===== config.mk =====
export PLATFORM = sky130hd
export DESIGN_NAME = lsu_lane_align
export DESIGN_NICKNAME = d
export VERILOG_FILES = /design/src/rtl/lsu_lane_pkg.sv /design/src/rtl/lsu_lane_mask.sv /design/src/rtl/lsu_store_pack.sv /design/src/rtl/lsu_load_extract.sv /design/src/rtl/lsu_lane_align.sv
export SDC_FILE = /design/constraint.sdc
export NUM_CORES = 1
export LEC_CHECK = 0
export ABC_AREA = 1
export BUFFER_PORTS_ARGS = -buffer_cell sky130_fd_sc_hd__buf_2
export CAP_MARGIN = 25
export CELL_PAD_IN_SITES_DETAIL_PLACEMENT = 0
export CELL_PAD_IN_SITES_GLOBAL_PLACEMENT = 1
export CORE_ASPECT_RATIO = 0.5
export CORE_MARGIN = 10
export CORE_UTILIZATION = 21
export DETAILED_ROUTE_END_ITERATION = 7
export GPL_TIMING_DRIVEN = 0
export PLACE_DENSITY = 0.92
export SLEW_MARGIN = 20
export SYNTH_ARGS = -nofsm -noshare
export SYNTH_HDL_FRONTEND = slang
export SYNTH_SLANG_ARGS = --single-unit

===== constraint.sdc =====
create_clock -name clk -period 2.1 [get_ports clk]
set_input_delay 0.21 -clock clk [delete_from_list [all_inputs] [get_ports clk]]
set_output_delay 0.21 -clock clk [all_outputs]
set_load 0.02 [all_outputs]

===== src/rtl/lsu_lane_pkg.sv =====
package lsu_lane_pkg;

   typedef enum logic [3:0] {
      OP_LB  = 4'b0000,
      OP_LH  = 4'b0001,
      OP_LW  = 4'b0010,
      OP_LBU = 4'b0100,
      OP_LHU = 4'b0101,
      OP_SB  = 4'b1000,
      OP_SH  = 4'b1001,
      OP_SW  = 4'b1010
   } mem_op_e;

   localparam logic [1:0] SZ_BYTE = 2'b00;
   localparam logic [1:0] SZ_HALF = 2'b01;
   localparam logic [1:0] SZ_WORD = 2'b10;

   typedef struct packed {
      logic       legal;
      logic       store;
      logic       uns;
      logic [1:0] size;
   } op_dec_t;

   function automatic op_dec_t decode_op(logic [3:0] code);
      op_dec_t d;
      d.store = code[3];
      d.uns   = code[2];
      d.size  = code[1:0];
      d.legal = (code[1:0] != 2'b11)
              && !(code[3] && code[2])
              && !(code[1:0] == SZ_WORD && code[2]);
      return d;
   endfunction

endpackage


===== src/rtl/lsu_lane_mask.sv =====
module lsu_lane_mask #(
   parameter int LANES = 4,
   localparam int OFF_W = $clog2(LANES)
) (
   input  logic [1:0]       size,
   input  logic [OFF_W-1:0] off,
   output logic [LANES-1:0] mask,
   output logic             misal
);
   import lsu_lane_pkg::*;

   logic [LANES-1:0] byte_m;
   logic [LANES-1:0] half_m;

   for (genvar i = 0; i < LANES; i++) begin : g_lane
      assign byte_m[i] = (int'(off) == i);
      assign half_m[i] = (i / 2 == int'(off[OFF_W-1]));
   end

   always_comb begin
      unique case (size)
         SZ_BYTE: begin mask = byte_m;         misal = 1'b0;    end
         SZ_HALF: begin mask = half_m;         misal = off[0];  end
         SZ_WORD: begin mask = '1;             misal = |off;    end
         default: begin mask = '0;             misal = 1'b0;    end
      endcase
   end
endmodule


===== src/rtl/lsu_store_pack.sv =====
module lsu_store_pack #(
   parameter int LANES = 4
) (
   input  logic [1:0]         size,
   input  logic [8*LANES-1:0] wdata,
   output logic [8*LANES-1:0] lanes
);
   import lsu_lane_pkg::*;

   for (genvar i = 0; i < LANES; i++) begin : g_lane
      always_comb begin
         unique case (size)
            SZ_BYTE: lanes[8*i +: 8] = wdata[7:0];
            SZ_HALF: lanes[8*i +: 8] = wdata[8*(i%2) +: 8];
            default: lanes[8*i +: 8] = wdata[8*i +: 8];
         endcase
      end
   end
endmodule


===== src/rtl/lsu_load_extract.sv =====
module lsu_load_extract #(
   parameter int LANES = 4,
   localparam int DW = 8 * LANES
) (
   input  logic [LANES-1:0] mask,
   input  logic [1:0]       size,
   input  logic             uns,
   input  logic [DW-1:0]    rdata,
   output logic [DW-1:0]    value
);
   import lsu_lane_pkg::*;

   logic [LANES-1:0][7:0] gated;
   logic [7:0]            sel_b;
   logic [15:0]           sel_h;

   for (genvar i = 0; i < LANES; i++) begin : g_gate
      assign gated[i] = rdata[8*i +: 8] & {8{mask[i]}};
   end

   always_comb begin
      sel_b = '0;
      for (int i = 0; i < LANES; i++) sel_b = sel_b | gated[i];
      sel_h = mask[LANES-1] ? rdata[DW-1 -: 16] : rdata[15:0];
      unique case (size)
         SZ_BYTE: value = {{(DW-8){sel_b[7] & ~uns}}, sel_b};
         SZ_HALF: value = {{(DW-16){sel_h[15] & ~uns}}, sel_h};
         default: value = rdata;
      endcase
   end
endmodule


===== src/rtl/lsu_lane_align.sv =====
module lsu_lane_align #(
   parameter int ADDR_W       = 32,
   parameter int DATA_W       = 32,
   parameter bit REG_LOAD_OUT = 1'b0
) (
   input  logic              clk,
   input  logic              rst_n,
   input  logic              req_valid,
   input  logic [3:0]        req_op,
   input  logic [ADDR_W-1:0] req_addr,
   input  logic [DATA_W-1:0] req_wdata,
   output logic              bus_valid,
   output logic              bus_we,
   output logic [ADDR_W-1:0] bus_addr,
   output logic [3:0]        bus_be,
   output logic [DATA_W-1:0] bus_wdata,
   output logic              misalign,
   input  logic              rsp_valid,
   input  logic [DATA_W-1:0] bus_rdata,
   output logic              ld_valid,
   output logic [DATA_W-1:0] ld_data
);
   import lsu_lane_pkg::*;

   localparam int LANES = DATA_W / 8;
   localparam int OFF_W = $clog2(LANES);

   if (DATA_W != 32) begin : g_bad_data_w
      $error("lsu_lane_align: DATA_W must be 32");
   end
   if (ADDR_W < 3) begin : g_bad_addr_w
      $error("lsu_lane_align: ADDR_W must be at least 3");
   end

   op_dec_t          dec;
   logic [LANES-1:0] raw_mask;
   logic             raw_misal;
   logic [DATA_W-1:0] packed_w;
   logic             live;

   assign dec  = decode_op(req_op);
   assign live = req_valid && dec.legal;

   lsu_lane_mask #(.LANES(LANES)) mask_i (
      .size  (dec.size),
      .off   (req_addr[OFF_W-1:0]),
      .mask  (raw_mask),
      .misal (raw_misal)
   );

   lsu_store_pack #(.LANES(LANES)) pack_i (
      .size  (dec.size),
      .wdata (req_wdata),
      .lanes (packed_w)
   );

   assign misalign  = live && raw_misal;
   assign bus_valid = live && !raw_misal;
   assign bus_we    = bus_valid && dec.store;
   assign bus_be    = bus_valid ? raw_mask : '0;
   assign bus_wdata = bus_we ? packed_w : '0;
   assign bus_addr  = {req_addr[ADDR_W-1:OFF_W], {OFF_W{1'b0}}};

   logic             pend_q;
   logic [LANES-1:0] pend_mask_q;
   logic [1:0]       pend_size_q;
   logic             pend_uns_q;

   always_ff @(posedge clk) begin
      if (!rst_n) begin
         pend_q      <= 1'b0;
         pend_mask_q <= '0;
         pend_size_q <= SZ_BYTE;
         pend_uns_q  <= 1'b0;
      end else begin
         pend_q <= bus_valid && !dec.store;
         if (bus_valid && !dec.store) begin
            pend_mask_q <= raw_mask;
            pend_size_q <= dec.size;
            pend_uns_q  <= dec.uns;
         end
      end
   end

   logic [DATA_W-1:0] ext_val;

   lsu_load_extract #(.LANES(LANES)) ext_i (
      .mask  (pend_mask_q),
      .size  (pend_size_q),
      .uns   (pend_uns_q),
      .rdata (bus_rdata),
      .value (ext_val)
   );

   if (REG_LOAD_OUT) begin : g_reg_out
      logic              v_q;
      logic [DATA_W-1:0] d_q;
      always_ff @(posedge clk) begin
         if (!rst_n) begin
            v_q <= 1'b0;
            d_q <= '0;
         end else begin
            v_q <= pend_q && rsp_valid;
            d_q <= ext_val;
         end
      end
      assign ld_valid = v_q;
      assign ld_data  = d_q;
   end else begin : g_comb_out
      assign ld_valid = pend_q && rsp_valid;
      assign ld_data  = ext_val;
   end
endmodule


# Yosys cells after proc, flatten, opt, wreduce, memory -nomap -nowiden
# Index checks and enable logic that the tools add are counted.
# W data, S select, Z words.
dict set report classes {
  muxes 9
  reduce_logical 19
  eq_ne 7
  bitwise_logic 11
}
# operator n
set ops {}
lappend ops {{$pmux W32 S2} 1}
lappend ops {{$and A8 B8 Y8} 4}
lappend ops {{$mux W32} 1}
lappend ops {{$or A8 B8 Y8} 3}
lappend ops {{$mux W16} 1}
lappend ops {{$mux W8} 2}
lappend ops {{$pmux W8 S2} 1}
lappend ops {{$pmux W4 S3} 1}
lappend ops {{$logic_and A1 B1 Y1} 10}
lappend ops {{$eq A2 B1 Y1 const B} 3}
lappend ops {{$eq A2 B2 Y1 const B} 3}
lappend ops {{$logic_not A2 Y1} 3}
lappend ops {{$logic_not A1 Y1} 4}
lappend ops {{$mux W4} 1}
lappend ops {{$reduce_or A2 Y1} 2}
lappend ops {{$and A1 B1 Y1} 2}
lappend ops {{$ne A2 B2 Y1 const B} 1}
lappend ops {{$not A1 Y1} 2}
lappend ops {{$pmux W1 S2} 1}
dict set report word_totals {
  in_bits 104
  word_cells 50
  out_inout_bits 104
  reg_bits 8
}

# Depth between registers and ports, before layout
dict set report logic_depth {
  word_depth 8
  depth_mapped 10
  depth_no_buf 9
}

# Hierarchy
# A second synthesis with hierarchy kept.
dict set report unflattened {
  hier_cells 439
  hier_area_um2 2386.0
}
# mod area_each_um2 cells_per_inst instances seq_area_each_um2
set by_module_without_submodules {}
lappend by_module_without_submodules {lsu_lane_align 1066.0 172 1 160.2}
lappend by_module_without_submodules {lsu_load_extract 752.0 159 1 0.0}
lappend by_module_without_submodules {lsu_store_pack 434.2 87 1 0.0}
lappend by_module_without_submodules {lsu_lane_mask 133.9 21 1 0.0}

# Worst setup path before layout
# OpenSTA, ideal clock, no wires.
dict set report synth_path {
  path_kind {input to output}
  from {input port req_op[0]}
  to {output port bus_wdata[0]}
  cell_stages 10
  n_path_buf 1
  arrival_ns 1.517
  setup_slack_ns 0.373
  required_time_ns 1.890
  path_cell_list {inv_1 > ha_1 > nor2_1 > nor2_2 > nor2_4 > nand2_4 > inv_2 > nand2_4 > buf_6 > nor2_1}
}
dict set report synth_via {
  elab_chain_len 8
  word_cells_on_any_way 13
  cone_classes {eq/ne: 3; mux: 2; reduce/logical: 8}
}
# item line_no
set synth_rtl {}
lappend synth_rtl {{start: declaration} lsu_lane_align.sv:9} ;# input logic [3:0] req_op,
lappend synth_rtl {{$eq A2 B2 Y1} {lsu_lane_pkg.sv:32, lsu_lane_mask.sv:21}}
lappend synth_rtl {{$logic_and A1 B1 Y1} lsu_lane_pkg.sv:32} ;# && !(code[1:0] == SZ_WORD && code[2]);
lappend synth_rtl {{$logic_not A1 Y1} lsu_lane_pkg.sv:32}
lappend synth_rtl {{$logic_and A1 B1 Y1} lsu_lane_pkg.sv:32}
lappend synth_rtl {{$logic_and A1 B1 Y1} lsu_lane_align.sv:42} ;# assign live = req_valid && dec.legal;
lappend synth_rtl {{$logic_and A1 B1 Y1 *} lsu_lane_align.sv:58} ;# assign bus_valid = live && !raw_misal;
lappend synth_rtl {{via bus_valid} lsu_lane_align.sv:12} ;# output logic bus_valid,
lappend synth_rtl {{$logic_and A1 B1 Y1 *} lsu_lane_align.sv:59} ;# assign bus_we = bus_valid && dec.store;
lappend synth_rtl {{$mux W32 *} lsu_lane_align.sv:61} ;# assign bus_wdata = bus_we ? packed_w : '0;
lappend synth_rtl {{end: declaration} lsu_lane_align.sv:16} ;# output logic [DATA_W-1:0] bus_wdata,
# Mark *: on every way through the listed nets, which the timed path passes. The rest lies on a longest branch.

# Final worst setup path
dict set report layout_path {
  from {register pend_size_q[1]}
  to {output port ld_data[12]}
}
dict set report layout_via {
  elab_chain_len 2
  word_cells_on_any_way 3
  cone_classes {eq/ne: 1; mux: 1; reduce/logical: 1}
}
# item line_no
set layout_rtl {}
lappend layout_rtl {{start: declaration} lsu_lane_align.sv:66} ;# logic [1:0] pend_size_q;
lappend layout_rtl {{start signal: assignment} lsu_lane_align.sv:79} ;# pend_size_q <= dec.size;
lappend layout_rtl {{$eq A2 B1 Y1 or $logic_not A2 Y1 (tied branches)} lsu_load_extract.sv:25} ;# unique case (size)
lappend layout_rtl {{$pmux W32 S2 *} lsu_load_extract.sv:25}
lappend layout_rtl {{end: declaration} lsu_lane_align.sv:21} ;# output logic [DATA_W-1:0] ld_data
# Every way passes the cells marked *; elsewhere a longest branch is shown, timed or not.

==> metrics.md <==
| Metric | Value |
|---|---|
| Buffers on Ports | `175` |
| Starting DRC count in detailed routing | `about 110` |
| Hold crit path type | `primary input to flop` |
| CP Capture Type | `output port` |
| Pre-antenna DRT Iters | `4` |
| Delay-heaviest family, CP | `buffers and inverters` |
| Worst EP required | `about 1.9 ns` |
| Hold path depth | `3` |
| Fill count | `~1000` |
| Tcrit/Tclk final | `a little over nine tenths` |
| Critical Path Fanout Max | `10` |
| Fin. max-slew vios | `0` |
| # DRC | `0` |
| Status | `finished clean` |
| Placed instance area | `0.00288 mm^2` |
| Number of diodes | `0` |
| Register area share after synthesis | `8.63%` |
| Number of instances in the synthesized netlist | `341` |
| Die height | `slightly below 90 um` |
| Slowest Stage Delay on Critical Path | `a little under 0.3 ns` |
| Final Setup Violations | `0` |
| Pwr Density | `roughly 400 mW/mm^2` |
| Synthesis-stage register bit count | `8` |
| Antenna viol nets, final | `0` |
| Critical path's slowest cell | `dfxtp_1` |
| Yosys cell types | `25` |
| Antenna violations before repair | `1` |
| Total CTS buffers | `3` |
| Root Driver | `clkbuf_16` |
| Vias | `between 2000 and 3000` |
| Crit start category | `flop` |
| Die Wd | `153 um` |
| First-pass GRT wire length | `15100 um` |
| Fin crit period | `1.97 ns` |
| # rows | `24` |
| Leakage power | `~1.9 nW` |
| Worst Path Arrival | `~1.8 ns` |
| Largest net degree at the start of global routing | `11` |
| Core Box Area | `just under 0.009 mm^2` |
| R2R setup slack | `1.15 ns` |
| DR vias/cell | `between 4 and 5` |
| Final Hold Vio Count | `0` |
| Most frequent cells in the layout | `buf_2, nand2_1, nor2_1` |
| Number of global-route vias before repair | `~3000` |
| Htree depth | `1` |
| Reg2Reg Capture Point | `pend_mask_q[3]` |
| Clock-pin slew on the worst setup and hold paths | `~0.04 ns` |
| Dpl hpwl | `8260 um` |
| Place WS | `approximately 0.024 ns` |
| Cell area after layout | `slightly below 0.003 mm^2` |
| Area Overhead vs Synth | `60.5%` |
| Cts hold-fix bufs | `0` |
| Fraction of layout cells with a size suffix above 1 | `between 40% and 50%` |
| Min-delay src | `rst_n` |
| Highest Clock Rate | `508 MHz` |
| Maximum VDD drop | `0.000210 V` |
| Crit path kind | `flop to output port` |
| Total GRT Usage | `a little over an eighth` |
| Worst R2R Start | `pend_mask_q[3]` |
| Max Cap Viol | `0` |
| Initial Util | `between 20% and 30%` |
| DIE AREA | `roughly 0.013 mm^2` |
| Most used cell, CP | `inv_2` |
| RSZ-0062 raised after global routing | `no` |
| Overall power | `0.00119 W` |
| Grt total ovfl | `0` |
| FF-to-FF path depth | `3` |
| Min-Delay Endpoint | `pend_size_q[0]` |
| Clk buf depth | `2` |
| Synth warn | `0` |
| Placer Congestion | `around 0.79` |
| Most common cell after layout, fill and taps aside | `buf_2` |
| Final worst slack | `0.132 ns` |
| # Post-CTS Setup Buffers | `0` |
| Syn avg cell area | `~5.4 um^2` |
| I/O Pins | `208` |
| Final WL | `9580 um` |
| Wire length per cell | `about 15 um` |
| Clock sink count | `8` |
| CTS tree | `done` |
| CP bufs+invs | `5` |
| Clock Latency Late Sink | `~0.23 ns` |
| Critical Path, Cell by Cell | `clkbuf_4 -> inv_2 -> nand2_2 -> inv_2 -> nand3_2 -> buf_4 -> o2111ai_1 -> buf_2` |
| Fin nets | `630` |
| Post-Synthesis Cell Area | `around 0.0019 mm^2` |
| Worst Skew | `0 ns` |
-- routing by layer --
layer / wire [um] / track usage [%]
met1: 3780 / 14.6
met2: 4640 / 24.3
met3: 1050 / 5.29
met4: 91 / 3.96
met5: 18 / 0
-- power breakdown --
group	leakage (nW)	total (W)	internal, W	switching, W
Combinational	1.76	0.000707	0.000263	0.000444
Sequential	0.0650	0.000162	0.000159	0.00000269
Clock	0.0370	0.000322	0.000246	0.0000768
-- how the worst max path moves through the flow --
stage                   startpoint       endpoint  slack, ns  cells past startpoint
finish              pend_size_q[1]    ld_data[12]       0.13                      8
CTS                      req_op[0]  bus_wdata[22]       0.03                      9
detailed placement       req_op[0]  bus_wdata[22]       0.02                      9
global route        pend_size_q[1]    ld_data[25]       0.02                      8
floorplan                req_op[0]   bus_wdata[0]       0.37                     10
global placement         req_op[0]  bus_wdata[17]     -0.003                      8
-- per-stage QoR --
step	setup TNS [ns]	utilization, %	instances	hold WS (ns)
floorplan	0	-	342	0.330
global placement	-0.00321	33.3	634	0.465
detailed placement	0	33.3	634	0.466
CTS	0	34.2	637	0.226
global route	0	34.5	637	0.244
finish	0	34.5	637	0.229
-- logic make-up (layout without fill, tap and decap cells) --
kind of cell    Yosys count  count (layout)  synth area share, %
compound gates           62              62                 20.0
fa+ha+maj                 4               4                 2.70
buf+inv                  89             267                 26.4
flops                     8               8                 8.63
other cells               1               2                0.202
simple gates            177             177                 42.0
-- what timing repair did --
item,CTS,global route
endpoints found under the setup margin,6,40
gates cloned,0,0
resized for setup,1,11
-- worst register-to-register path: stages, from the launching register on --
cell	delay, ns
dfxtp_1	0.40
clkbuf_2	0.28
nand2_1	0.08
a21oi_1	0.13
-- Yosys cell counts, drive strengths merged --
master | count | area (um^2)
o21ai | 9 | 45.0
ha | 4 | 50.1
dfxtp | 8 | 160
a221oi | 8 | 70.1
nand4 | 5 | 31.3
nand2 | 89 | 352
o2111ai | 7 | 61.3
nor3 | 1 | 5.00
o211ai | 2 | 15.0
clkbuf | 4 | 15.0
nor2 | 54 | 235
conb | 1 | 3.75
buf | 44 | 322
a21oi | 36 | 180
nand3 | 28 | 158
inv | 41 | 154
-- flip-flops by register name, indices dropped and copies added, names as in the netlist --
register	flops
pend_mask_q	4
pend_size_q	2
pend_q	1
pend_uns_q	1
-- area by class of cell --
type	instances	area [um^2]	share of cell area (%)
buffer	48	344	11.5
clock buffer	3	75.1	2.52
inverter	41	154	5.16
multi-input combinational	245	1220	41.1
sequential	8	160	5.37
tap	117	146	4.91
timing repair buffer	175	876	29.4
(Power assumes the default switching activity.)
